[src/rtl/irq_vec_pkg.sv]
package irq_vec_pkg;
  localparam int BUS_W = 32;

  // word index = byte address [4:2]
  typedef enum logic [2:0] {
    W_STAT  = 3'd0,
    W_PEND  = 3'd1,
    W_ENAB  = 3'd2,
    W_ACK   = 3'd3,
    W_SETEN = 3'd4,
    W_CLREN = 3'd5,
    W_VEC   = 3'd6,
    W_CTRL  = 3'd7
  } reg_word_e;
endpackage

[src/rtl/irq_capture.sv]
module irq_capture #(
  parameter int          NUM_SRC   = 8,
  parameter logic [31:0] EDGE_MASK = 32'h0000_000F
) (
  input  logic               clk_i,
  input  logic               rst_ni,
  input  logic [NUM_SRC-1:0] src_i,
  input  logic               hw_en_i,
  input  logic [NUM_SRC-1:0] sw_set_i,
  input  logic [NUM_SRC-1:0] clr_i,
  output logic [NUM_SRC-1:0] status_o
);
  logic [NUM_SRC-1:0] hit;
  logic [NUM_SRC-1:0] status_q;

  for (genvar k = 0; k < NUM_SRC; k++) begin : g_src
    if (EDGE_MASK[k]) begin : g_edge
      logic prev_q;
      always_ff @(posedge clk_i or negedge rst_ni) begin
        if (!rst_ni) prev_q <= 1'b0;
        else         prev_q <= src_i[k];
      end
      assign hit[k] = src_i[k] & ~prev_q;


      edge_latch_chk: assert property (@(posedge clk_i) disable iff (!rst_ni)
        (hw_en_i && src_i[k] && !prev_q && !clr_i[k]) |=> status_q[k]);
    end else begin : g_level
      assign hit[k] = src_i[k];


      level_latch_chk: assert property (@(posedge clk_i) disable iff (!rst_ni)
        (hw_en_i && src_i[k] && !clr_i[k]) |=> status_q[k]);
    end
  end

  // clear wins over a same-cycle capture
  always_ff @(posedge clk_i or negedge rst_ni) begin
    if (!rst_ni) status_q <= '0;
    else         status_q <= (status_q | ({NUM_SRC{hw_en_i}} & hit) | sw_set_i) & ~clr_i;
  end

  assign status_o = status_q;


  ack_clear_chk: assert property (@(posedge clk_i) disable iff (!rst_ni)
    (clr_i != '0) |=> ((status_q & $past(clr_i)) == '0));
endmodule

[src/rtl/irq_prio_enc.sv]
module irq_prio_enc #(
  parameter int NUM_SRC = 8,
  localparam int IDX_W  = (NUM_SRC > 1) ? $clog2(NUM_SRC) : 1
) (
  input  logic [NUM_SRC-1:0] req_i,
  output logic               valid_o,
  output logic [IDX_W-1:0]   idx_o
);
  // scan downward so the lowest set index is the last assignment
  always_comb begin
    valid_o = 1'b0;
    idx_o   = '0;
    for (int i = NUM_SRC - 1; i >= 0; i--) begin
      if (req_i[i]) begin
        valid_o = 1'b1;
        idx_o   = IDX_W'(i);
      end
    end
  end
endmodule

[src/rtl/irq_vec_ctrl.sv]
module irq_vec_ctrl
  import irq_vec_pkg::*;
#(
  parameter int          NUM_SRC   = 8,
  parameter logic [31:0] EDGE_MASK = 32'h0000_000F
) (
  input  logic               clk_i,
  input  logic               rst_ni,
  input  logic [NUM_SRC-1:0] src_i,
  input  logic [BUS_W-1:0]   addr_i,
  input  logic               wr_i,
  input  logic [BUS_W-1:0]   wdata_i,
  output logic [BUS_W-1:0]   rdata_o,
  output logic               irq_o
);
  localparam int IDX_W = (NUM_SRC > 1) ? $clog2(NUM_SRC) : 1;

  logic               hit_map;
  reg_word_e          word;
  logic [NUM_SRC-1:0] wbits;
  logic [NUM_SRC-1:0] enable_q;
  logic [1:0]         ctrl_q;
  logic [NUM_SRC-1:0] status_w;
  logic [NUM_SRC-1:0] pending_w;
  logic [NUM_SRC-1:0] sw_set_w;
  logic [NUM_SRC-1:0] clr_w;
  logic               vec_valid;
  logic [IDX_W-1:0]   vec_idx;
  logic               stat_wr;

  assign hit_map = (addr_i[31:5] == '0) && (addr_i[1:0] == 2'b00);
  assign word    = reg_word_e'(addr_i[4:2]);
  assign wbits   = wdata_i[NUM_SRC-1:0];
  assign stat_wr = wr_i && hit_map && (word == W_STAT);

  assign sw_set_w = (stat_wr && !ctrl_q[1]) ? wbits : '0;
  assign clr_w    = (wr_i && hit_map && (word == W_ACK)) ? wbits : '0;

  irq_capture #(.NUM_SRC(NUM_SRC), .EDGE_MASK(EDGE_MASK)) u_capture (
    .clk_i    (clk_i),
    .rst_ni   (rst_ni),
    .src_i    (src_i),
    .hw_en_i  (ctrl_q[1]),
    .sw_set_i (sw_set_w),
    .clr_i    (clr_w),
    .status_o (status_w)
  );

  always_ff @(posedge clk_i or negedge rst_ni) begin
    if (!rst_ni) begin
      enable_q <= '0;
      ctrl_q   <= 2'b00;
    end else if (wr_i && hit_map) begin
      case (word)
        W_ENAB:  enable_q <= wbits;
        W_SETEN: enable_q <= enable_q | wbits;
        W_CLREN: enable_q <= enable_q & ~wbits;
        W_CTRL:  ctrl_q   <= wdata_i[1:0];
        default: ;
      endcase
    end
  end

  assign pending_w = status_w & enable_q;

  irq_prio_enc #(.NUM_SRC(NUM_SRC)) u_prio (
    .req_i   (pending_w),
    .valid_o (vec_valid),
    .idx_o   (vec_idx)
  );

  always_comb begin
    rdata_o = '0;
    if (hit_map) begin
      case (word)
        W_STAT:  rdata_o = BUS_W'(status_w);
        W_PEND:  rdata_o = BUS_W'(pending_w);
        W_ENAB:  rdata_o = BUS_W'(enable_q);
        W_VEC:   rdata_o = vec_valid ? BUS_W'(vec_idx) : '1;
        W_CTRL:  rdata_o = BUS_W'(ctrl_q);
        default: rdata_o = '0;
      endcase
    end
  end

  assign irq_o = ctrl_q[0] & (|pending_w);


  set_enable_chk: assert property (@(posedge clk_i) disable iff (!rst_ni)
    (wr_i && hit_map && word == W_SETEN) |=> ((enable_q & $past(wbits)) == $past(wbits)));


  vec_lowest_chk: assert property (@(posedge clk_i) disable iff (!rst_ni)
    vec_valid |-> (pending_w[vec_idx] && ((pending_w & ~({NUM_SRC{1'b1}} << vec_idx)) == '0)));


  vec_empty_chk: assert property (@(posedge clk_i) disable iff (!rst_ni)
    !vec_valid |-> (pending_w == '0));


  no_hw_latch_chk: assert property (@(posedge clk_i) disable iff (!rst_ni)
    (!ctrl_q[1] && !stat_wr) |=> ((status_w & ~$past(status_w)) == '0));


  stat_wr_locked_chk: assert property (@(posedge clk_i) disable iff (!rst_ni)
    (ctrl_q[1] && stat_wr) |-> (sw_set_w == '0));

  logic unused_bits;
  assign unused_bits = ^{wdata_i, addr_i};
endmodule

[config.mk]
export PLATFORM = sky130hd
export DESIGN_NAME = irq_vec_ctrl
export DESIGN_NICKNAME = d
export VERILOG_FILES = /design/src/rtl/irq_vec_pkg.sv /design/src/rtl/irq_capture.sv /design/src/rtl/irq_prio_enc.sv /design/src/rtl/irq_vec_ctrl.sv
export SDC_FILE = /design/constraint.sdc
export NUM_CORES = 1
export LEC_CHECK = 0
export BUFFER_PORTS_ARGS = -buffer_cell sky130_fd_sc_hd__buf_2
export CORE_AREA = 4 4 70 72
export CTS_CLUSTER_DIAMETER = 40
export DETAILED_ROUTE_END_ITERATION = 12
export DIE_AREA = 0 0 74 76
export HOLD_SLACK_MARGIN = 0.02
export PLACE_DENSITY_LB_ADDON = 0.12
export SLEW_MARGIN = 5
export SYNTH_ARGS = -nofsm -noshare
export SYNTH_HDL_FRONTEND = slang
export SYNTH_SLANG_ARGS = --single-unit
[constraint.sdc]
create_clock -name clk_i -period 4.9 [get_ports clk_i]
set_clock_uncertainty 0.05 [all_clocks]
set_input_delay 1.47 -clock clk_i [delete_from_list [all_inputs] [get_ports clk_i]]
set_output_delay 1.47 -clock clk_i [all_outputs]
set_load 0.01 [all_outputs]
==> flow_summary.yaml, run 1 <==
yosys:
  ys_warn_count: 0
  yosysTopAreaCellShare: 0.299
  netlist_area_mm2: 0.00184
  ys_seq_area_frac: 0.299
  synth_top_area_cell: "dfrtp_1"
  ys_seq_elements: 22
  avgSynthCellArea_um2: 8.49
  synth_flop_cell: "dfrtp_1"
  yosysMostFrequentCell: "buf_4"
  synthArstFlopShare: 1.00
  syn_inst: 217
  synth_edf_count: 0
  postSynthNetCount: 292
  synth_common_cells: "buf_4 (23), dfrtp_1 (22), nand3_1 (17)"
  synthTopCellsByArea: "dfrtp_1 (30%), buf_4 (9.4%), a22oi_1 (4.9%)"
  ys_types: 41
routing:
  wl_per_cell_um: 16.5
  vias: 1943
  dr.pass1.iters: 4
  ant_nets: 0
  viasPerCell: 5.91
  drt_iter0_markers: 129
  drcViolationCount: 0
  routed_wirelength_mm: 5.43
setup_path:
  worstRegToRegCells: 4
  r2r-start: "ctrl_q[1]$_DFFE_PN0P_"
  worstPathRequired_ns: 3.38
  reg2reg_setup_slack_ns: 3.39
  crit_path_top_delay_cell: "nor4b_2"
  rr_endpoint: "u_capture.status_o[6]$_DFF_PN0_"
  critical_path.max_stage_delay_ns: 0.37
  critPathLaunchType: "input pin"
  worstSetupPathType: "in2out"
  path_cells: "buf_2 > nor4_1 > nand4_1 > nor4b_2 > and3_4 > a21boi_0 > buf_2"
  crit_start: "addr_i[29]"
  critical_path_arrival_ns: 3.17
  end_kind: "primary output"
  crit_top_cell: "buf_2"
  critPathMaxFanout: 8
sta:
  worst_pin_slew_ns: 0.529
  finalCriticalPeriod_ns: 4.69
  maxSlewViolCount: 0
  max_freq_ghz: 0.213
  relSlewSlack: 0.647
  setup_viol: 0
  final_hold_viol_count: 0
  period_share: 0.958
grt:
  grt_overflow_total: 0
  top_usage_layer: "met2"
  use_met2: 0.310
  antenna_found_initial: 0
  grt_pass1_wl_mm: 8.73
  grt_pass1_vias: 1776
  grt_usage: 0.195
  grt_util_met3: 0.0237
  use_met1: 0.272
  grt_max_degree: 25
place:
  dp.cells: 324
  post-dp-hpwl_mm: 3.97
  io_buffers: 83
  place_congestion: 0.815
clocking:
  cts_buffers: 3
  ctsHoldBuffers: 0
  path_clk_slew_ns: 0.08
  htreeDepth: 1
  clockBufferDepth: 2
  clk_latency_ns: 0.26
  cts_tree: "done"
  clock_sinks: 22
  root_buffer: "clkbuf_8"
finish:
  nFillCells: 441
  final_layout_size_suffix_gt1_frac: 0.401
  diodes: 0
  fin_util: 0.519
  fin_nets: 353
  fin_cells: 329
  synthToLayoutAreaGrowth_pct: 20.8
min_path:
  hold_class: "reg2reg"
  whs_endpoint: "ctrl_q[0]$_DFFE_PN0P_"
  worstHoldStart: "ctrl_q[0]$_DFFE_PN0P_"
  hold_depth: 1
floorplanning:
  num_rows: 24
  core_area_mm2: 0.00429
  die-area_mm2: 0.00562
  io_pins: 108
  die_h_um: 76
  start_util: 0.429
  dieWidth_um: 74
power:
  p_leak_nw: 1.07
  ir_worst_vdd_uv: 107
  p_per_area_mw_per_mm2: 173
job:
  max_cap_viol_count: 0
run_status:
  status: "finished clean"
## critical path, delay by kind of cell
kind,cells,cell delay [ns]
buffers and inverters,2,0.28
and+or+nand+nor,4,1.19
AOI/OAI and AO/OA,1,0.24
## layout make-up
type                            instances  area, um^2  share of cell area
Timing Repair Buffer                   94         498               0.224
Clock buffer                            4        55.1              0.0247
Sequential cell                        22         551               0.247
Tap cell                               52        65.1              0.0292
Inverter                                6        22.5              0.0101
Multi-Input combinational cell        151        1040               0.465
## metal layers
metal  share of wire  up-vias
li1                -      941
met1            0.43      904
met2            0.45       90
met3            0.10        8
met4           0.018        0
met5               0        -
## what timing repair did
item,in CTS,in global routing
endpoints found under the setup margin,0,8
gates resized for setup,0,3
setup buffers,0,1
## logic make-up after synthesis
group,synth area share
DFF,0.299
AOI/OAI and AO/OA,0.346
buffers and inverters,0.145
muxes,0.0122
and+or+nand+nor,0.198
## registers in the layout, summed over array words and instances (netlist names)
| signal | cells |
|---|---|
| ctrl_q | 2 |
| enable_q | 8 |
| u_capture.g_src.g_edge.prev_q | 4 |
| u_capture.status_o | 8 |
## worst max path at each step
| stage | slack [ns] | to |
|---|---|---|
| 2_1_floorplan | 0.30 | rdata_o[10] |
| 3_3_place_gp | 0.13 | rdata_o[0] |
| 3_5_place_dp | 0.08 | rdata_o[0] |
| 4_1_cts | 0.06 | rdata_o[0] |
| 5_1_grt | -0.002 | rdata_o[0] |
| 6_report | 0.21 | rdata_o[0] |
## metrics by stage
step           cell area [um^2]   TNS, ns  power (mW)  hold WS (ns)  worst slack, ns
6_report                   2230         0       0.386         0.490            0.207
5_1_grt                    2230  -0.00151       0.403         0.515         -0.00151
4_1_cts                    2210         0       0.388         0.496           0.0635
3_5_place_dp               2150         0       0.254         0.477           0.0782
3_3_place_gp               2150         0       0.253         0.480            0.133
2_1_floorplan              1840         0       0.216         0.444            0.298
## power breakdown
part	internal [mW]	switching (mW)
sequential	0.183	0.000365
combinational	0.0291	0.0377
clock	0.0718	0.0642
total	0.284	0.102
## placed cells by master, fill, tap and decap left out, types with 2 or more instances in the layout
cell type / Yosys / final
a221oi_1: 2 / 2
a21boi_0: 2 / 2
and2_1: 4 / 4
or4_4: 2 / 2
nand2_1: 8 / 8
a22o_1: 2 / 2
o311ai_0: 6 / 6
nor3_1: 2 / 2
o21ai_0: 7 / 7
o311ai_4: 2 / 2
inv_1: 5 / 5
nor2_1: 9 / 9
a32oi_1: 2 / 2
buf_2: 1 / 83
nand2b_1: 9 / 9
buf_4: 23 / 11
nor4_1: 5 / 5
nand4_1: 3 / 3
nand3_1: 17 / 17
a21oi_2: 2 / 2
dfrtp_1: 22 / 22
clkbuf_8: 0 / 4
a21oi_1: 11 / 11
o221ai_1: 8 / 8
mux2_2: 2 / 2
a22oi_1: 12 / 12
a31oi_1: 12 / 12
a2bb2oi_1: 6 / 6
o21a_1: 6 / 6
Power figures use the tool's default switching activity.
==> inputs of run 2 (changes only) <==
- CORE_AREA: 4 4 70 72 -> 4 4 67 69
- DIE_AREA: 0 0 74 76 -> 0 0 71 73
- clock period: 4.9 -> 5.45 ns (I/O delays scaled with it)
==> run 2 against run 1 <==
Cell count decreased by 2.7%. Sequential power decreased by 9.8%. Worst setup slack improved by 0.12 ns. First-iteration DRC count unchanged. Global-route usage decreased by 0.74 points. Total power decreased by 16%. Clock power decreased by 25%. Via count decreased by 4.4%. Critical path depth unchanged. Die area decreased by 7.8%.
==> flow_summary.yaml, run 2 (synthesis results as in run 1) <==
clocking:
  root_buffer: "clkbuf_8"
  htreeDepth: 1
  cts_tree: "done"
  ctsHoldBuffers: 0
  path_clk_slew_ns: 0.08
  clockBufferDepth: 2
  clk_latency_ns: 0.26
  cts_resized: 0
  postCtsSetupBuffers: 0
  clock_sinks: 22
  cts_buffers: 3
sta:
  relSlewSlack: 0.352
  worst_slack_ns: 0.327
  maxSlewViolCount: 0
  finalCriticalPeriod_ns: 5.12
  grt_setup_unrepaired: "false"
  worst_pin_slew_ns: 0.965
  setup_viol: 0
  final_hold_viol_count: 0
  period_share: 0.940
  setup_tns_ns: 0
  max_freq_ghz: 0.195
min_path:
  worstHoldStart: "ctrl_q[0]$_DFFE_PN0P_"
  whs_endpoint: "ctrl_q[0]$_DFFE_PN0P_"
  hold_depth: 1
  hold_class: "reg2reg"
routing:
  wl_per_cell_um: 15.5
  viasPerCell: 5.80
  vias: 1857
  ant_nets: 0
  drcViolationCount: 0
  dr.pass1.iters: 4
  routed_wirelength_mm: 4.96
  drt_iter0_markers: 129
job:
  max_cap_viol_count: 0
place:
  place_congestion: 0.716
  preCtsSetupSlack_ns: 0.305
  post-dp-hpwl_mm: 3.76
  dpl_cell_area_mm2: 0.00211
  io_buffers: 83
finish:
  fin_util: 0.551
  final_cell_mix: "buf_2 (83), dfrtp_1 (22), nand3_1 (17)"
  fin_nets: 347
  synthToLayoutAreaGrowth_pct: 16.9
  final_common_cell: "buf_2"
  diodes: 0
  stdcell_area_mm2: 0.00215
  final_layout_size_suffix_gt1_frac: 0.378
  nFillCells: 386
floorplanning:
  dieWidth_um: 71
  die_h_um: 73
  die-area_mm2: 0.00518
  core_area_mm2: 0.00391
  io_pins: 108
  num_rows: 23
  start_util: 0.471
grt:
  grt_max_degree: 40
  grt_usage: 0.188
  grt_pass1_wl_mm: 7.97
  grt_overflow_total: 0
  grt_pass1_vias: 1667
  antenna_found_initial: 0
run_status:
  status: "finished clean"
power:
  power_mw: 0.324
  ir_worst_vdd_uv: 115
  p_leak_nw: 1.04
  p_per_area_mw_per_mm2: 150
setup_path:
  worstPathRequired_ns: 3.76
  critPathMaxFanout: 8
  rr_endpoint: "u_capture.status_o[5]$_DFF_PN0_"
  reg2reg_setup_slack_ns: 3.56
  critical_path_arrival_ns: 3.44
  end_kind: "primary output"
  worstSetupPathType: "in2out"
  critPathLaunchType: "input pin"
  worstRegToRegCells: 3
  r2r-start: "ctrl_q[1]$_DFFE_PN0P_"
-- run 2: cell types whose count changed in the layout (fill, tap and decap cells not counted), sizes merged --
cell	before	now
buf	94	88
clkbuf	4	3
-- run 2: worst max-delay path by stage --
stage	cells after the start	endpoint	startpoint
detailed placement	6	rdata_o[22]	addr_i[29]
floorplan	4	rdata_o[10]	addr_i[9]
global placement	6	rdata_o[11]	addr_i[29]
finish	7	rdata_o[0]	addr_i[29]
CTS	6	rdata_o[22]	addr_i[29]
global route	6	rdata_o[16]	addr_i[29]
-- run 2: cell type report --
class | instances | area [um^2] | share of cell area
inverters | 6 | 22.5 | 0.0105
multi-input cells | 151 | 1020 | 0.476
flip-flops and latches | 22 | 551 | 0.256
well taps | 50 | 62.6 | 0.0290
repair buffers | 88 | 453 | 0.210
clock buffers | 3 | 41.3 | 0.0192
-- run 2: per-stage QoR --
stage / hold slack [ns] / std cells
detailed placement: 0.489 / 317
floorplan: 0.444 / 217
CTS: 0.504 / 320
finish: 0.502 / 320
global route: 0.523 / 320
global placement: 0.482 / 317
-- run 2: routing by layer --
metal | global-route usage | part of all wire
met4 | 0.0376 | 0.0054
met5 | 0 | 0
met2 | 0.310 | 0.46
met3 | 0.0193 | 0.055
met1 | 0.268 | 0.48
-- run 2: where the power goes --
group | switching [mW] | internal, mW
Combinational | 0.0327 | 0.0243
Clock | 0.0526 | 0.0494
Sequential | 0.000340 | 0.165
Total | 0.0857 | 0.238
-- run 2: critical path: stages --
cell and delay, ns:
buf_2 0.09, nor4_1 0.29, nand4_1 0.22, nor4b_1 0.44
and3_1 0.39, a21boi_0 0.21, buf_2 0.16
==> inputs of run 3 (changes only) <==
- CORE_AREA: 4 4 67 69 -> 2 2 65 67
- DIE_AREA: 0 0 71 73 -> 0 0 67 69
- PLACE_DENSITY: unset -> 0.95
- PLACE_DENSITY_LB_ADDON: 0.12 -> unset
==> run 3 against run 2 <==
Global-route usage grew 2.3 points. Hold slack lost 0.012 ns. Combinational power grew 1%. Count of clock-buffer cells in the layout grew 1. Via count grew 4.5%. Non-clock buffer count is the same. Sequential share of layout area shrank 0.18 points. Critical path depth is the same. First-iteration DRC count grew 22%. Flip-flop and latch count is the same. Maximum frequency shrank 2.0%. Core utilization grew 0.38 points. Critical path type unchanged.
==> flow_summary.yaml, run 3 (synthesis results as in run 1) <==
routing:
  ant_nets: 0
  dr.pass1.iters: 4
  drcViolationCount: 0
  drt_iter0_markers: 158
  vias: 1941
  viasPerCell: 6.05
  wl_per_cell_um: 15.1
  routed_wirelength_mm: 4.85
finish:
  regArea_um2: 551
  diodes: 0
  nFillCells: 365
  synthToLayoutAreaGrowth_pct: 17.7
  fin_nets: 347
  multiInputGateArea_mm2: 0.00103
  final_common_cell: "buf_2"
  final_layout_size_suffix_gt1_frac: 0.384
  fin_cells: 321
  final_cell_mix: "buf_2 (83), dfrtp_1 (22), nand3_1 (17)"
sta:
  setup_viol: 0
  worst_pin_slew_ns: 0.941
  max_freq_ghz: 0.191
  worst_slack_ns: 0.222
  grt_setup_unrepaired: "false"
  setup_tns_ns: 0
  finalCriticalPeriod_ns: 5.23
  maxSlewViolCount: 0
  final_hold_viol_count: 0
  relSlewSlack: 0.368
  holdWs_ns: 0.490
  period_share: 0.959
grt:
  grt_overflow_total: 0
  grt_max_degree: 29
  grt_usage: 0.211
  antenna_found_initial: 0
  grt_pass1_vias: 1753
  grt_pass1_wl_mm: 7.87
power:
  switching_share: 0.255
  p_leak_nw: 1.05
  p_per_area_mw_per_mm2: 157
  pwr-share-clk: 0.345
  ir_worst_vdd_uv: 135
  p_switching_mw: 0.0867
  p_comb_frac: 0.170
  p_int_mw: 0.253
  power_mw: 0.340
  sequentialPowerShare: 0.485
floorplanning:
  die_h_um: 69
  die-area_mm2: 0.00462
  dieWidth_um: 67
  start_util: 0.471
  core_area_mm2: 0.00391
  io_pins: 108
  num_rows: 23
setup_path:
  critPathLaunchType: "input pin"
  reg2reg_setup_slack_ns: 3.58
  worstPathRequired_ns: 3.76
  end_kind: "primary output"
  worstSetupPathType: "in2out"
  critical_path_arrival_ns: 3.54
  path_cells: "buf_2 > nor4_1 > nand4_1 > nor4b_1 > and3_1 > a21boi_0 > buf_2"
  critPathMaxFanout: 8
  crit_path_top_delay_cell: "nor4b_1"
  critical_path.max_stage_delay_ns: 0.48
  crit_top_cell: "buf_2"
clocking:
  cts_buffers: 3
  htreeDepth: 1
  clk_latency_ns: 0.26
  clockBufferDepth: 2
  cts_tree: "done"
  clock_sinks: 22
  path_clk_slew_ns: 0.07
  root_buffer: "clkbuf_8"
place:
  dp.cells: 317
  preCtsSetupSlack_ns: 0.263
  io_buffers: 83
  post-dp-hpwl_mm: 3.58
  place_congestion: 0.840
job:
  max_cap_viol_count: 0
run_status:
  status: "finished clean"
min_path:
  hold_class: "reg2reg"
-- run 3: power groups by stage --
stage | Clock, mW | Sequential, mW | Combinational (mW)
3_5_place_dp | 0 | 0.168 | 0.0570
5_1_grt | 0.129 | 0.165 | 0.0633
4_1_cts | 0.119 | 0.165 | 0.0574
3_3_place_gp | 0 | 0.168 | 0.0547
6_report | 0.117 | 0.165 | 0.0577
2_1_floorplan | 0 | 0.168 | 0.0259
-- run 3: path summary, 6_finish.rpt --
path,startpoint,end,depth (start not counted)
hold / removal,ctrl_q[0]$_DFFE_PN0P_,ctrl_q[0]$_DFFE_PN0P_,1
min in group asynchronous,rst_ni,u_capture.status_o[6]$_DFF_PN0_,1
max in group asynchronous,rst_ni,u_capture.g_src[2].g_edge.prev_q$_DFF_PN0_,1
setup / recovery,addr_i[29],rdata_o[0],7
setup reg to reg,ctrl_q[1]$_DFFE_PN0P_,u_capture.status_o[6]$_DFF_PN0_,3
hold reg to reg,ctrl_q[0]$_DFFE_PN0P_,ctrl_q[0]$_DFFE_PN0P_,1
-- run 3: critical path, delay by kind of cell --
kind	cells	cell delay [ns]
AND/OR/NAND/NOR	4	1.38
buffers and inverters	2	0.26
AO/OA/AOI/OAI	1	0.26
-- run 3: metrics by stage --
step / area [um^2] / utilization
finish: 2170 / 0.554
global route: 2170 / 0.554
CTS: 2170 / 0.554
detailed placement: 2110 / 0.540
global placement: 2110 / 0.540
floorplan: 1840 / -
-- run 3: layer usage --
layer / track usage / vias to the layer above / share of wire
met5: 0 / - / 0
met4: 0.0680 / 0 / 0.012
met3: 0.0375 / 7 / 0.080
met2: 0.351 / 99 / 0.50
met1: 0.272 / 909 / 0.41
li1: - / 926 / -
-- run 3: layout make-up --
type	count	area share
Multi-Input combinational cell	151	0.473
Clock buffer	4	0.0254
Tap cell	50	0.0288
Sequential cell	22	0.254
Inverter	6	0.0104
Timing Repair Buffer	88	0.209
-- run 3: repair_timing --
action / CTS / global route
hold buffers: 0 / 0
setup endpoints to repair: 0 / 24
setup buffers: 0 / 0
resized for setup: 0 / 1
